`src/rtl/led_drv_pkg.sv`:
```
package led_drv_pkg;

  typedef enum logic [2:0] {
    LD_IDLE,
    LD_LOW,
    LD_HIGH,
    LD_GAP,
    LD_LATCH
  } ld_state_e;

  function automatic int unsigned cyc_max(input int unsigned a, input int unsigned b);
    return (a > b) ? a : b;
  endfunction

endpackage

```
`src/rtl/led_load_seq.sv`:
```
module led_load_seq
  import led_drv_pkg::*;
#(
  parameter int unsigned TOTAL_BITS = 32,
  parameter int unsigned L_CYC      = 3,
  parameter int unsigned H_CYC      = 3,
  parameter int unsigned GAP_CYC    = 5,
  parameter int unsigned LAT_CYC    = 5
) (
  input  logic                  clk,
  input  logic                  rst_n,
  input  logic                  in_valid,
  input  logic [TOTAL_BITS-1:0] in_data,
  output logic                  in_ready,
  output logic                  accept,
  output logic                  busy,
  output logic                  sclk,
  output logic                  sdo,
  output logic                  lat
);

  localparam int unsigned MAXC  = cyc_max(cyc_max(L_CYC, H_CYC), cyc_max(GAP_CYC, LAT_CYC));
  localparam int unsigned CNT_W = $clog2(MAXC + 1);
  localparam int unsigned BIT_W = $clog2(TOTAL_BITS);

  ld_state_e             st_q, st_d;
  logic [CNT_W-1:0]      cnt_q, cnt_d;
  logic [BIT_W-1:0]      bit_q, bit_d;
  logic [TOTAL_BITS-1:0] sh_q, sh_d;
  logic                  sh_en;
  logic                  phase_end;

  assign in_ready = (st_q == LD_IDLE);
  assign accept   = in_valid & in_ready;
  assign busy     = ~in_ready;
  assign sclk     = (st_q == LD_HIGH);
  assign lat      = (st_q == LD_LATCH);
  assign sdo      = sh_q[TOTAL_BITS-1];

  // next-state process
  always_comb begin
    st_d      = st_q;
    cnt_d     = cnt_q;
    bit_d     = bit_q;
    sh_d      = sh_q;
    sh_en     = 1'b0;
    phase_end = 1'b0;
    unique case (st_q)
      LD_IDLE: begin
        cnt_d = '0;
        if (accept) begin
          st_d  = LD_LOW;
          bit_d = '0;
          sh_en = 1'b1;
          sh_d  = in_data;
        end
      end
      LD_LOW: begin
        phase_end = (cnt_q == CNT_W'(L_CYC - 1));
        if (phase_end) st_d = LD_HIGH;
      end
      LD_HIGH: begin
        phase_end = (cnt_q == CNT_W'(H_CYC - 1));
        if (phase_end) begin
          if (bit_q == BIT_W'(TOTAL_BITS - 1)) begin
            st_d = LD_GAP;
          end else begin
            st_d  = LD_LOW;
            bit_d = bit_q + 1'b1;
            sh_en = 1'b1;
            sh_d  = {sh_q[TOTAL_BITS-2:0], 1'b0};
          end
        end
      end
      LD_GAP: begin
        phase_end = (cnt_q == CNT_W'(GAP_CYC - 1));
        if (phase_end) st_d = LD_LATCH;
      end
      LD_LATCH: begin
        phase_end = (cnt_q == CNT_W'(LAT_CYC - 1));
        if (phase_end) st_d = LD_IDLE;
      end
      default: st_d = LD_IDLE;
    endcase
    if (st_q != LD_IDLE) cnt_d = phase_end ? '0 : cnt_q + 1'b1;
  end

  // register process
  always_ff @(posedge clk or negedge rst_n) begin
    if (!rst_n) begin
      st_q  <= LD_IDLE;
      cnt_q <= '0;
      bit_q <= '0;
      sh_q  <= '0;
    end else begin
      st_q  <= st_d;
      cnt_q <= cnt_d;
      bit_q <= bit_d;
      if (sh_en) sh_q <= sh_d;
    end
  end

endmodule

```
`src/rtl/led_blank_ctrl.sv`:
```
module led_blank_ctrl #(
  parameter int unsigned BLANK_MIN = 225
) (
  input  logic clk,
  input  logic rst_n,
  input  logic blank_req,
  input  logic load_blank_en,
  input  logic load_active,
  output logic oe_n
);

  localparam int unsigned BW = $clog2(BLANK_MIN + 1);
  localparam logic [BW-1:0] MIN_LAST = BW'(BLANK_MIN - 1);

  logic          blank_q, blank_d;
  logic [BW-1:0] run_q, run_d;
  logic          want;

  assign want = blank_req | (load_blank_en & load_active);
  assign oe_n = blank_q;

  // next-state process
  always_comb begin
    blank_d = want | (blank_q & (run_q != MIN_LAST));
    if (!blank_q)                run_d = '0;
    else if (run_q != MIN_LAST)  run_d = run_q + 1'b1;
    else                         run_d = run_q;
  end

  // register process
  always_ff @(posedge clk or negedge rst_n) begin
    if (!rst_n) begin
      blank_q <= 1'b0;
      run_q   <= '0;
    end else begin
      blank_q <= blank_d;
      run_q   <= run_d;
    end
  end

endmodule

```
`src/rtl/led_chain_loader.sv`:
```
module led_chain_loader
  import led_drv_pkg::*;
#(
  parameter int unsigned N_DEV         = 2,
  parameter int unsigned DEV_BITS      = 16,
  parameter int unsigned SETUP_CYC     = 3,
  parameter int unsigned HOLD_CYC      = 1,
  parameter int unsigned CLK_HI_CYC    = 3,
  parameter int unsigned CLK_LO_CYC    = 3,
  parameter int unsigned LATCH_GAP_CYC = 5,
  parameter int unsigned LATCH_W_CYC   = 5,
  parameter int unsigned BLANK_MIN_CYC = 225
) (
  input  logic                        clk,
  input  logic                        rst_n,
  input  logic                        frame_valid,
  input  logic [N_DEV*DEV_BITS-1:0]   frame_data,
  input  logic                        blank_load_mode,
  input  logic                        blank_req,
  output logic                        frame_ready,
  output logic                        drv_sdo,
  output logic                        drv_sclk,
  output logic                        drv_lat,
  output logic                        drv_oe_n
);

  localparam int unsigned TOTAL_BITS = N_DEV * DEV_BITS;
  localparam int unsigned L_CYC      = cyc_max(CLK_LO_CYC, SETUP_CYC);
  localparam int unsigned H_CYC      = cyc_max(CLK_HI_CYC, HOLD_CYC);

  logic [1:0] rst_pipe;
  logic       rst_int_n;
  logic       accept;
  logic       busy;

  // asynchronous assert, synchronous release
  always_ff @(posedge clk or negedge rst_n) begin
    if (!rst_n) rst_pipe <= '0;
    else        rst_pipe <= {rst_pipe[0], 1'b1};
  end
  assign rst_int_n = rst_pipe[1];

  led_load_seq #(
    .TOTAL_BITS(TOTAL_BITS),
    .L_CYC     (L_CYC),
    .H_CYC     (H_CYC),
    .GAP_CYC   (LATCH_GAP_CYC),
    .LAT_CYC   (LATCH_W_CYC)
  ) u_seq (
    .clk     (clk),
    .rst_n   (rst_int_n),
    .in_valid(frame_valid),
    .in_data (frame_data),
    .in_ready(frame_ready),
    .accept  (accept),
    .busy    (busy),
    .sclk    (drv_sclk),
    .sdo     (drv_sdo),
    .lat     (drv_lat)
  );

  led_blank_ctrl #(
    .BLANK_MIN(BLANK_MIN_CYC)
  ) u_blank (
    .clk          (clk),
    .rst_n        (rst_int_n),
    .blank_req    (blank_req),
    .load_blank_en(blank_load_mode),
    .load_active  (busy | accept),
    .oe_n         (drv_oe_n)
  );

endmodule

```
`config.mk`:
```
export PLATFORM = sky130hd
export DESIGN_NAME = led_chain_loader
export DESIGN_NICKNAME = d
export VERILOG_FILES = /design/src/rtl/led_drv_pkg.sv /design/src/rtl/led_load_seq.sv /design/src/rtl/led_blank_ctrl.sv /design/src/rtl/led_chain_loader.sv
export SDC_FILE = /design/constraint.sdc
export NUM_CORES = 1
export LEC_CHECK = 0
export ABC_AREA = 1
export BUFFER_PORTS_ARGS = -buffer_cell sky130_fd_sc_hd__buf_2
export CAP_MARGIN = 30
export CORE_UTILIZATION = 30
export DETAILED_ROUTE_END_ITERATION = 8
export GPL_TIMING_DRIVEN = 0
export PLACE_DENSITY = 0.6
export SLEW_MARGIN = 20
export SYNTH_ARGS = -nofsm -noshare
export SYNTH_HDL_FRONTEND = slang
export SYNTH_SLANG_ARGS = --single-unit
```
`constraint.sdc`:
```
create_clock -name clk -period 2.01 [get_ports clk]
set_input_delay 0.201 -clock clk [delete_from_list [all_inputs] [get_ports clk]]
set_output_delay 0.201 -clock clk [all_outputs]
set_load 0.005 [all_outputs]
```
==> out/metrics.yaml, run 1 <==
setup_path:
  worst_setup_path_end_kind: "flip-flop"
  ff2ff_path_depth: 11
  worst_path_fanout_max: 10
  timing_worst_setup_path_type: "reg -> reg"
  timing.reg2reg.setup_slack_ns: 0.15
  cpMaxStageDelayCell: "dfrtp_1"
  critical_path.max_stage_delay_ns: 0.41
  critical_path.reg2reg.endpoint: "u_seq.sh_q[30]$_DFFE_PN0P_"
  required_ns: 2.24
  crit_path_frequent_cell: "nand2_1"
  crit_path_cell_trace: "ha_1, nand2_1, nor2_1, ha_1, nor2_2, nand2_1, o21ai_4, buf_6, buf_6, nand2_1, o21ai_1"
  critical_path.top_delay_family: "simple AND/OR/NAND/NOR gates"
  worst_r2r_startpoint: "u_seq.bit_q[0]$_DFFE_PN0P_"
  cp.arrival_ns: 2.10
  worst_path_bufs_invs: 2
  element_type_at_the_critical_path_start: "flip-flop"
cts:
  clock_tree.root_cell: "clkbuf_8"
  insertion_delay_ns: 0.30
  cts_inserted_buffers: 5
  max-clock-path-buffers: 2
  cts.clk_slew.worst_paths_ns: 0.09
  clock_tree.htree_level_count: 2
  cts_tree: "done"
  clock_sinks: 54
global_route:
  grt_first_pass_wirelength_um: 10100
  track_usage: 0.131
  grt_max_degree: 53
  global_route.overflow_total: 0
  grt_antenna_before_repair: 0
  grt_pass1_vias: 2209
layout:
  design.final.nets: 447
  final-instance-count-excl-fill: 512
  post_route_cells_drive_above_1_share: 0.171
  layout.cell_area.non_filler_sq_um: 3220
  insertedDiodeCount: 0
  syn_to_final_growth_pct: 18.0
min_path:
  min_to: "u_blank.oe_n$_DFF_PN0_"
  hold-path-cell-count: 3
  min_from: "blank_req"
  worstHoldPathType: "in -> reg"
sta:
  report.final.hold_viol_count: 0
  timing.slew.headroom: 0.541
  minimum_clock_period_ns: 1.86
  worst_hold_slack_ns: 0.0790
  setup_viol: 0
  timing.fmax_mhz: 537
  clock_skew_ns: 0.00741
  slew_viol_final: 0
  final.setup.worst_slack_ns: 0.148
  fin_tns_setup_ns: 0
  rsz0062_at_grt: "false"
  post-route-period-util: 0.926
  worst_slew_pin_slew_ns: 0.689
logic_synthesis:
  synthesis.nets: 395
  ys_seq_area_frac: 0.496
  post_synth_inst_count: 351
  yosysUniqueCellTypes: 24
  ys_ff_latch: 54
  yosys_warnings: 0
  syn-cell-area_sq_um: 2730
  post_synth.cell_area_avg_sq_um: 7.77
routing:
  average_vias_per_placed_instance: 4.57
  routed_antenna_nets: 0
  drt_iter0_markers: 91
  routedWlPerCell_um: 11.4
  via_count: 2342
  drc: 0
  iteration_count_of_the_initial_detailed_routing_pass: 4
  detail_route.wirelength_um: 5830
outcome:
  status: "finished, final reports clean"
place:
  detailedPlacementHpwl_um: 4100
  gpl.final_weighted_congestion: 0.787
  port_buffers: 41
  pre_cts_ws_ns: 0.00661
  placed_cells_incl_taps: 500
  post_dp_cell_area_sq_um: 3070
power_and_ir_drop:
  power-per-cell-area_nw_per_um2: 1360
  internal_power_uw: 2610
  power_frac_comb: 0.429
  power.ir.vdd_worst_mv: 0.444
  p_seq_frac: 0.408
  power.clock.fraction: 0.163
  power.switching_fraction: 0.403
  p_sw_uw: 1760
  power.leakage_uw: 0.00170
run:
  max_cap_violations: 0
die:
  core_region_area_sq_um: 8760
  io_pins: 42
  die_width_um: 97.3
  floorplan.die_area_sq_um: 9470
  rows: 34
  initial_core_util: 0.311
  die_h_um: 97.3
-- per-stage QoR --
step	power (uW)	utilization
6_report	4380	0.367
4_1_cts	4390	0.364
3_3_place_gp	3580	0.350
5_1_grt	4850	0.367
2_1_floorplan	3140	-
3_5_place_dp	3650	0.350
-- power groups by stage --
stage	clock network [uW]	registers (uW)	logic (uW)
5_1_grt	793	1850	2210
6_report	715	1790	1880
3_5_place_dp	0	1810	1840
3_3_place_gp	0	1790	1790
4_1_cts	749	1790	1850
2_1_floorplan	0	1750	1400
-- layout make-up --
class | instances | area [sq um]
Sequential cell | 54 | 1360
Clock buffer | 7 | 76.3
Multi-Input combinational cell | 231 | 1100
Clock inverter | 1 | 30.0
Fill cell | 925 | 5550
Timing Repair Buffer | 45 | 235
Inverter | 52 | 195
Tap cell | 108 | 135
Buffer | 14 | 90.1
-- timing repair --
item	4_1_cts	5_1_grt
cloned	0	1
resized for setup	1	2
pin swaps	0	1
setup buffers	0	2
setup endpoints to repair	1	37
endpoints found under the hold margin	2	0
hold buffers	1	0
-- synth_stat cells --
master / number / area, sq um
nand4_1: 5 / 31.3
nor3b_1: 1 / 7.51
o21ai_2: 1 / 8.76
buf_6: 4 / 45.0
nor2_2: 1 / 6.26
xnor2_1: 1 / 8.76
nor2_1: 13 / 48.8
dfrtp_1: 54 / 1350
ha_1: 7 / 87.6
nor3_1: 2 / 10.0
mux2i_1: 1 / 10.0
nand3_1: 17 / 85.1
o21ai_0: 46 / 230
or2_2: 1 / 6.26
a21oi_1: 5 / 25.0
conb_1: 1 / 3.75
inv_2: 3 / 11.3
buf_2: 5 / 25.0
clkbuf_1: 5 / 18.8
o21ai_1: 20 / 100
xor2_1: 1 / 8.76
inv_1: 49 / 184
nor2_4: 1 / 11.3
nand2_1: 107 / 402
-- registers in the layout, summed over array words and instances, names as in the netlist --
register and flops:
rst_pipe 2, u_blank.oe_n 1, u_blank.run_q 8, u_seq.bit_q 5, u_seq.cnt_q 3, u_seq.sh_q 32
u_seq.st_q 3
-- worst max path at each step --
stage,from,slack (ns),depth (start not counted),end
final,u_seq.bit_q[0]$_DFFE_PN0P_,0.15,11,u_seq.sh_q[30]$_DFFE_PN0P_
after detailed placement,u_seq.bit_q[0]$_DFFE_PN0P_,0.007,9,u_seq.sh_q[15]$_DFFE_PN0P_
after global routing,u_seq.bit_q[0]$_DFFE_PN0P_,0.02,11,u_seq.sh_q[30]$_DFFE_PN0P_
after CTS,u_seq.bit_q[0]$_DFFE_PN0P_,0.05,11,u_seq.sh_q[30]$_DFFE_PN0P_
after global placement,rst_pipe[1]$_DFF_PN0_,-0.31,0,u_seq.sh_q[11]$_DFFE_PN0P_
after floorplan,u_seq.bit_q[0]$_DFFE_PN0P_,0.34,10,u_seq.bit_q[0]$_DFFE_PN0P_
-- placed cells by master (no fill, tap or decap), drive strengths merged, types with 2 or more instances in the layout --
cell | Yosys | final
nor3 | 2 | 2
nand2 | 107 | 107
inv | 52 | 52
buf | 9 | 53
clkbuf | 5 | 12
nand4 | 5 | 5
nand3 | 17 | 17
o21ai | 67 | 67
dfrtp | 54 | 54
nor2 | 15 | 15
ha | 7 | 7
a21oi | 5 | 5
-- tightest hold or removal path, delay by kind of cell --
kind	cells	cell delay [ns]
buffers and inverters	1	0.07
AND/OR/NAND/NOR	1	0.04
AO/OA/AOI/OAI	1	0.03
-- metal layers --
metal  global-route usage  up-vias  part of all wire
li1                     -     1200                 -
met1                0.180     1097              0.50
met2                0.207       43              0.46
met3               0.0288        2             0.034
met4               0.0373        0            0.0079
met5                    0        -                 0
-- kinds of logic (layout without fill, tap and decap cells) --
logic type / count (synthesis) / after routing / synth area share
compound gates: 72 / 72 / 0.134
xor+xnor: 2 / 2 / 0.00643
fa+ha+maj: 7 / 7 / 0.0321
buf+inv: 66 / 119 / 0.104
flops: 54 / 54 / 0.496
mux: 1 / 1 / 0.00367
other cells: 1 / 1 / 0.00138
simple gates: 148 / 148 / 0.223
Power figures use the tool's default switching activity.
==> run 2, diff against run 1 <==
--- a/config.mk
+++ b/config.mk
@@ -5,14 +5,14 @@
 export SDC_FILE = /design/constraint.sdc
 export NUM_CORES = 1
 export LEC_CHECK = 0
-export ABC_AREA = 1
 export BUFFER_PORTS_ARGS = -buffer_cell sky130_fd_sc_hd__buf_2
 export CAP_MARGIN = 30
 export CORE_UTILIZATION = 30
 export DETAILED_ROUTE_END_ITERATION = 8
 export GPL_TIMING_DRIVEN = 0
-export PLACE_DENSITY = 0.6
+export PLACE_DENSITY = 0.59
 export SLEW_MARGIN = 20
 export SYNTH_ARGS = -nofsm -noshare
 export SYNTH_HDL_FRONTEND = slang
+export SYNTH_HIERARCHICAL = 1
 export SYNTH_SLANG_ARGS = --single-unit
==> run 2 against run 1 <==
Cell area rose by 16%. Critical path type unchanged. Die area rose by 10%. Worst hold slack improved by 0.014 ns. The flow now finishes with violations (setup timing). Sequential share of layout area fell by 5.8 points. Critical endpoint is now u_seq/sh_q[17]$_DFFE_PN0P_.
==> out/metrics.yaml, run 2 <==
logic_synthesis:
  yosys-top-cells-area: "dfrtp_1, mux2_4, mux2_2"
  synth_top_cells_by_count: "dfrtp_1, mux2_4, mux2_2"
  number_of_flops_mapped_to_enable_cells_by_yosys: 0
  post-synth-top-count-cell: "dfrtp_1"
  ys_ff_latch: 54
  ys_dominant_reg_cell: "dfrtp_1"
  synth_async_sr_flop_share: 1.00
  synth_area_leader_cell: "dfrtp_1"
  yosysTopAreaCellShare: 0.449
  yosys_warnings: 6
  syn-cell-area_sq_um: 3010
  post_synth.cell_area_avg_sq_um: 13.3
  synthesis.nets: 271
  yosysUniqueCellTypes: 51
  post_synth_inst_count: 227
  ys_seq_area_frac: 0.449
sta:
  minimum_clock_period_ns: 2.05
  timing.fmax_mhz: 487
  timing.slew.headroom: 0.539
  clock_skew_ns: 0.0122
  final.setup.worst_slack_ns: -0.0419
  worst_slew_pin_slew_ns: 0.691
  slew_viol_final: 0
  post-route-period-util: 1.02
  setup_viol: 28
  rsz0062_at_grt: "true"
  report.final.hold_viol_count: 0
power_and_ir_drop:
  power.ir.vdd_worst_mv: 0.527
  power_frac_comb: 0.442
  power.clock.fraction: 0.157
  power.leakage_uw: 0.00170
  p_seq_frac: 0.401
  p_sw_uw: 1490
  internal_power_uw: 3330
  power.total_uw: 4820
  power-per-cell-area_nw_per_um2: 1290
  power.switching_fraction: 0.309
min_path:
  worstHoldPathType: "in -> reg"
setup_path:
  element_type_at_the_critical_path_start: "flip-flop"
  required_ns: 2.21
  cp.arrival_ns: 2.25
  worst_setup_path_end_kind: "flip-flop"
  timing_worst_setup_path_type: "reg -> reg"
  worst_path_fanout_max: 10
layout:
  layout_common_cells: "dfrtp_1, mux2_4, buf_2"
  final_core_utilization: 0.384
  top_register: "u_seq/sh_q"
  layout.cells.most_common: "dfrtp_1"
  layout_top_registers: "u_seq/sh_q (32), u_blank/run_q (8), u_seq/bit_q (5)"
  post_route_cells_drive_above_1_share: 0.483
  design.final.nets: 333
  largest_register_ffs: 32
  syn_to_final_growth_pct: 24.2
  insertedDiodeCount: 0
cts:
  clock_tree.htree_level_count: 2
  clock_tree.root_cell: "clkbuf_8"
  cts.clk_slew.worst_paths_ns: 0.10
  clock_sinks: 54
  cts_inserted_buffers: 5
  cts_tree: "done"
  insertion_delay_ns: 0.31
  max-clock-path-buffers: 2
run:
  max_cap_violations: 0
routing:
  drc: 0
  detail_route.wirelength_um: 5520
  iteration_count_of_the_initial_detailed_routing_pass: 4
  routed_antenna_nets: 0
  drt_iter0_markers: 65
  average_vias_per_placed_instance: 4.53
  routedWlPerCell_um: 13.1
  via_count: 1915
place:
  detailedPlacementHpwl_um: 3700
  gpl.final_weighted_congestion: 0.737
  port_buffers: 41
global_route:
  grt_first_pass_wirelength_um: 9070
  global_route.overflow_total: 0
  track_usage: 0.110
  grt_antenna_before_repair: 0
  grt_pass1_vias: 1941
  grt_max_degree: 53
die:
  floorplan.die_area_sq_um: 10400
  io_pins: 42
  core_region_area_sq_um: 9730
  rows: 36
  initial_core_util: 0.309
  die_width_um: 102
  die_h_um: 102
outcome:
  failed_checks: "setup timing"
  status: "finished with violations"
-- run 2: power groups by stage --
stage / Combinational [uW] / Clock [uW] / Sequential, uW
floorplan: 1660 / 0 / 1850
global placement: 1880 / 0 / 1940
detailed placement: 1920 / 0 / 1950
CTS: 2120 / 798 / 1930
global route: 2320 / 834 / 2010
finish: 2130 / 755 / 1930
-- run 2: cells by family after synthesis --
family,count (synthesis),synth area share
buffers and inverters,20,0.0499
XOR/XNOR,4,0.0116
AND/OR/NAND/NOR,53,0.106
other,1,0.00125
adder cells (fa/ha/maj),7,0.0291
multiplexers,67,0.299
flip-flops,54,0.449
AO/OA/AOI/OAI,21,0.0537
-- run 2: layout make-up --
class | count | area, sq um
multi-input combinational | 153 | 1580
sequential | 54 | 1360
buffer | 8 | 126
clock inverter | 3 | 47.5
fill | 954 | 5990
tap | 133 | 166
timing repair buffer | 55 | 344
clock buffer | 5 | 68.8
inverter | 12 | 52.6
-- run 2: per-stage QoR --
step | std cells | cell area, sq um | setup slack (ns) | hold WS [ns] | TNS (ns)
3_3_place_gp | 401 | 3440 | -0.362 | -0.0128 | -22.40
5_1_grt | 423 | 3740 | -0.133 | 0.0895 | -3.61
6_report | 423 | 3740 | -0.0419 | 0.0929 | -0.729
3_5_place_dp | 401 | 3450 | -0.152 | -0.0122 | -4.08
4_1_cts | 419 | 3710 | -0.0676 | 0.0828 | -1.41
2_1_floorplan | 227 | 3070 | 0.0230 | -0.0946 | 0
-- run 2: critical path: stages, from the launching register on --
cell	delay [ns]
dfrtp_1	0.40
ha_2	0.19
and3_4	0.15
ha_4	0.16
a211oi_2	0.19
a21boi_4	0.27
buf_6	0.15
buf_12	0.14
mux2_4	0.30
-- run 2: final timing paths --
kind                                             from                          to  slack [ns]  depth (start not counted)
setup / recovery           u_seq/bit_q[1]$_DFFE_PN0P_  u_seq/sh_q[17]$_DFFE_PN0P_       -0.04                          8
hold / removal                              blank_req      u_blank/oe_n$_DFF_PN0_        0.09                          2
setup reg to reg           u_seq/bit_q[1]$_DFFE_PN0P_  u_seq/sh_q[17]$_DFFE_PN0P_       -0.04                          8
hold reg to reg                 rst_pipe[0]$_DFF_PN0_       rst_pipe[1]$_DFF_PN0_        0.36                          0
max in group asynchronous       rst_pipe[1]$_DFF_PN0_    u_seq/cnt_q[2]$_DFF_PN0_        1.17                          0
min in group asynchronous                       rst_n       rst_pipe[1]$_DFF_PN0_        0.21                          2
-- run 2: layer usage --
metal / wire (um) / global-route usage
met5: 0 / 0
met4: 63 / 0.0396
met3: 125 / 0.0164
met2: 2710 / 0.184
met1: 2620 / 0.144
-- run 2: timing repair --
| item | in CTS | in global routing |
|---|---|---|
| pin swaps | 1 | 0 |
| hold buffers | 1 | 0 |
| setup endpoints to repair | 28 | 33 |
| gates resized for setup | 11 | 2 |
| setup buffers | 8 | 4 |
| endpoints found under the hold margin | 2 | 0 |
| gates cloned | 1 | 0 |
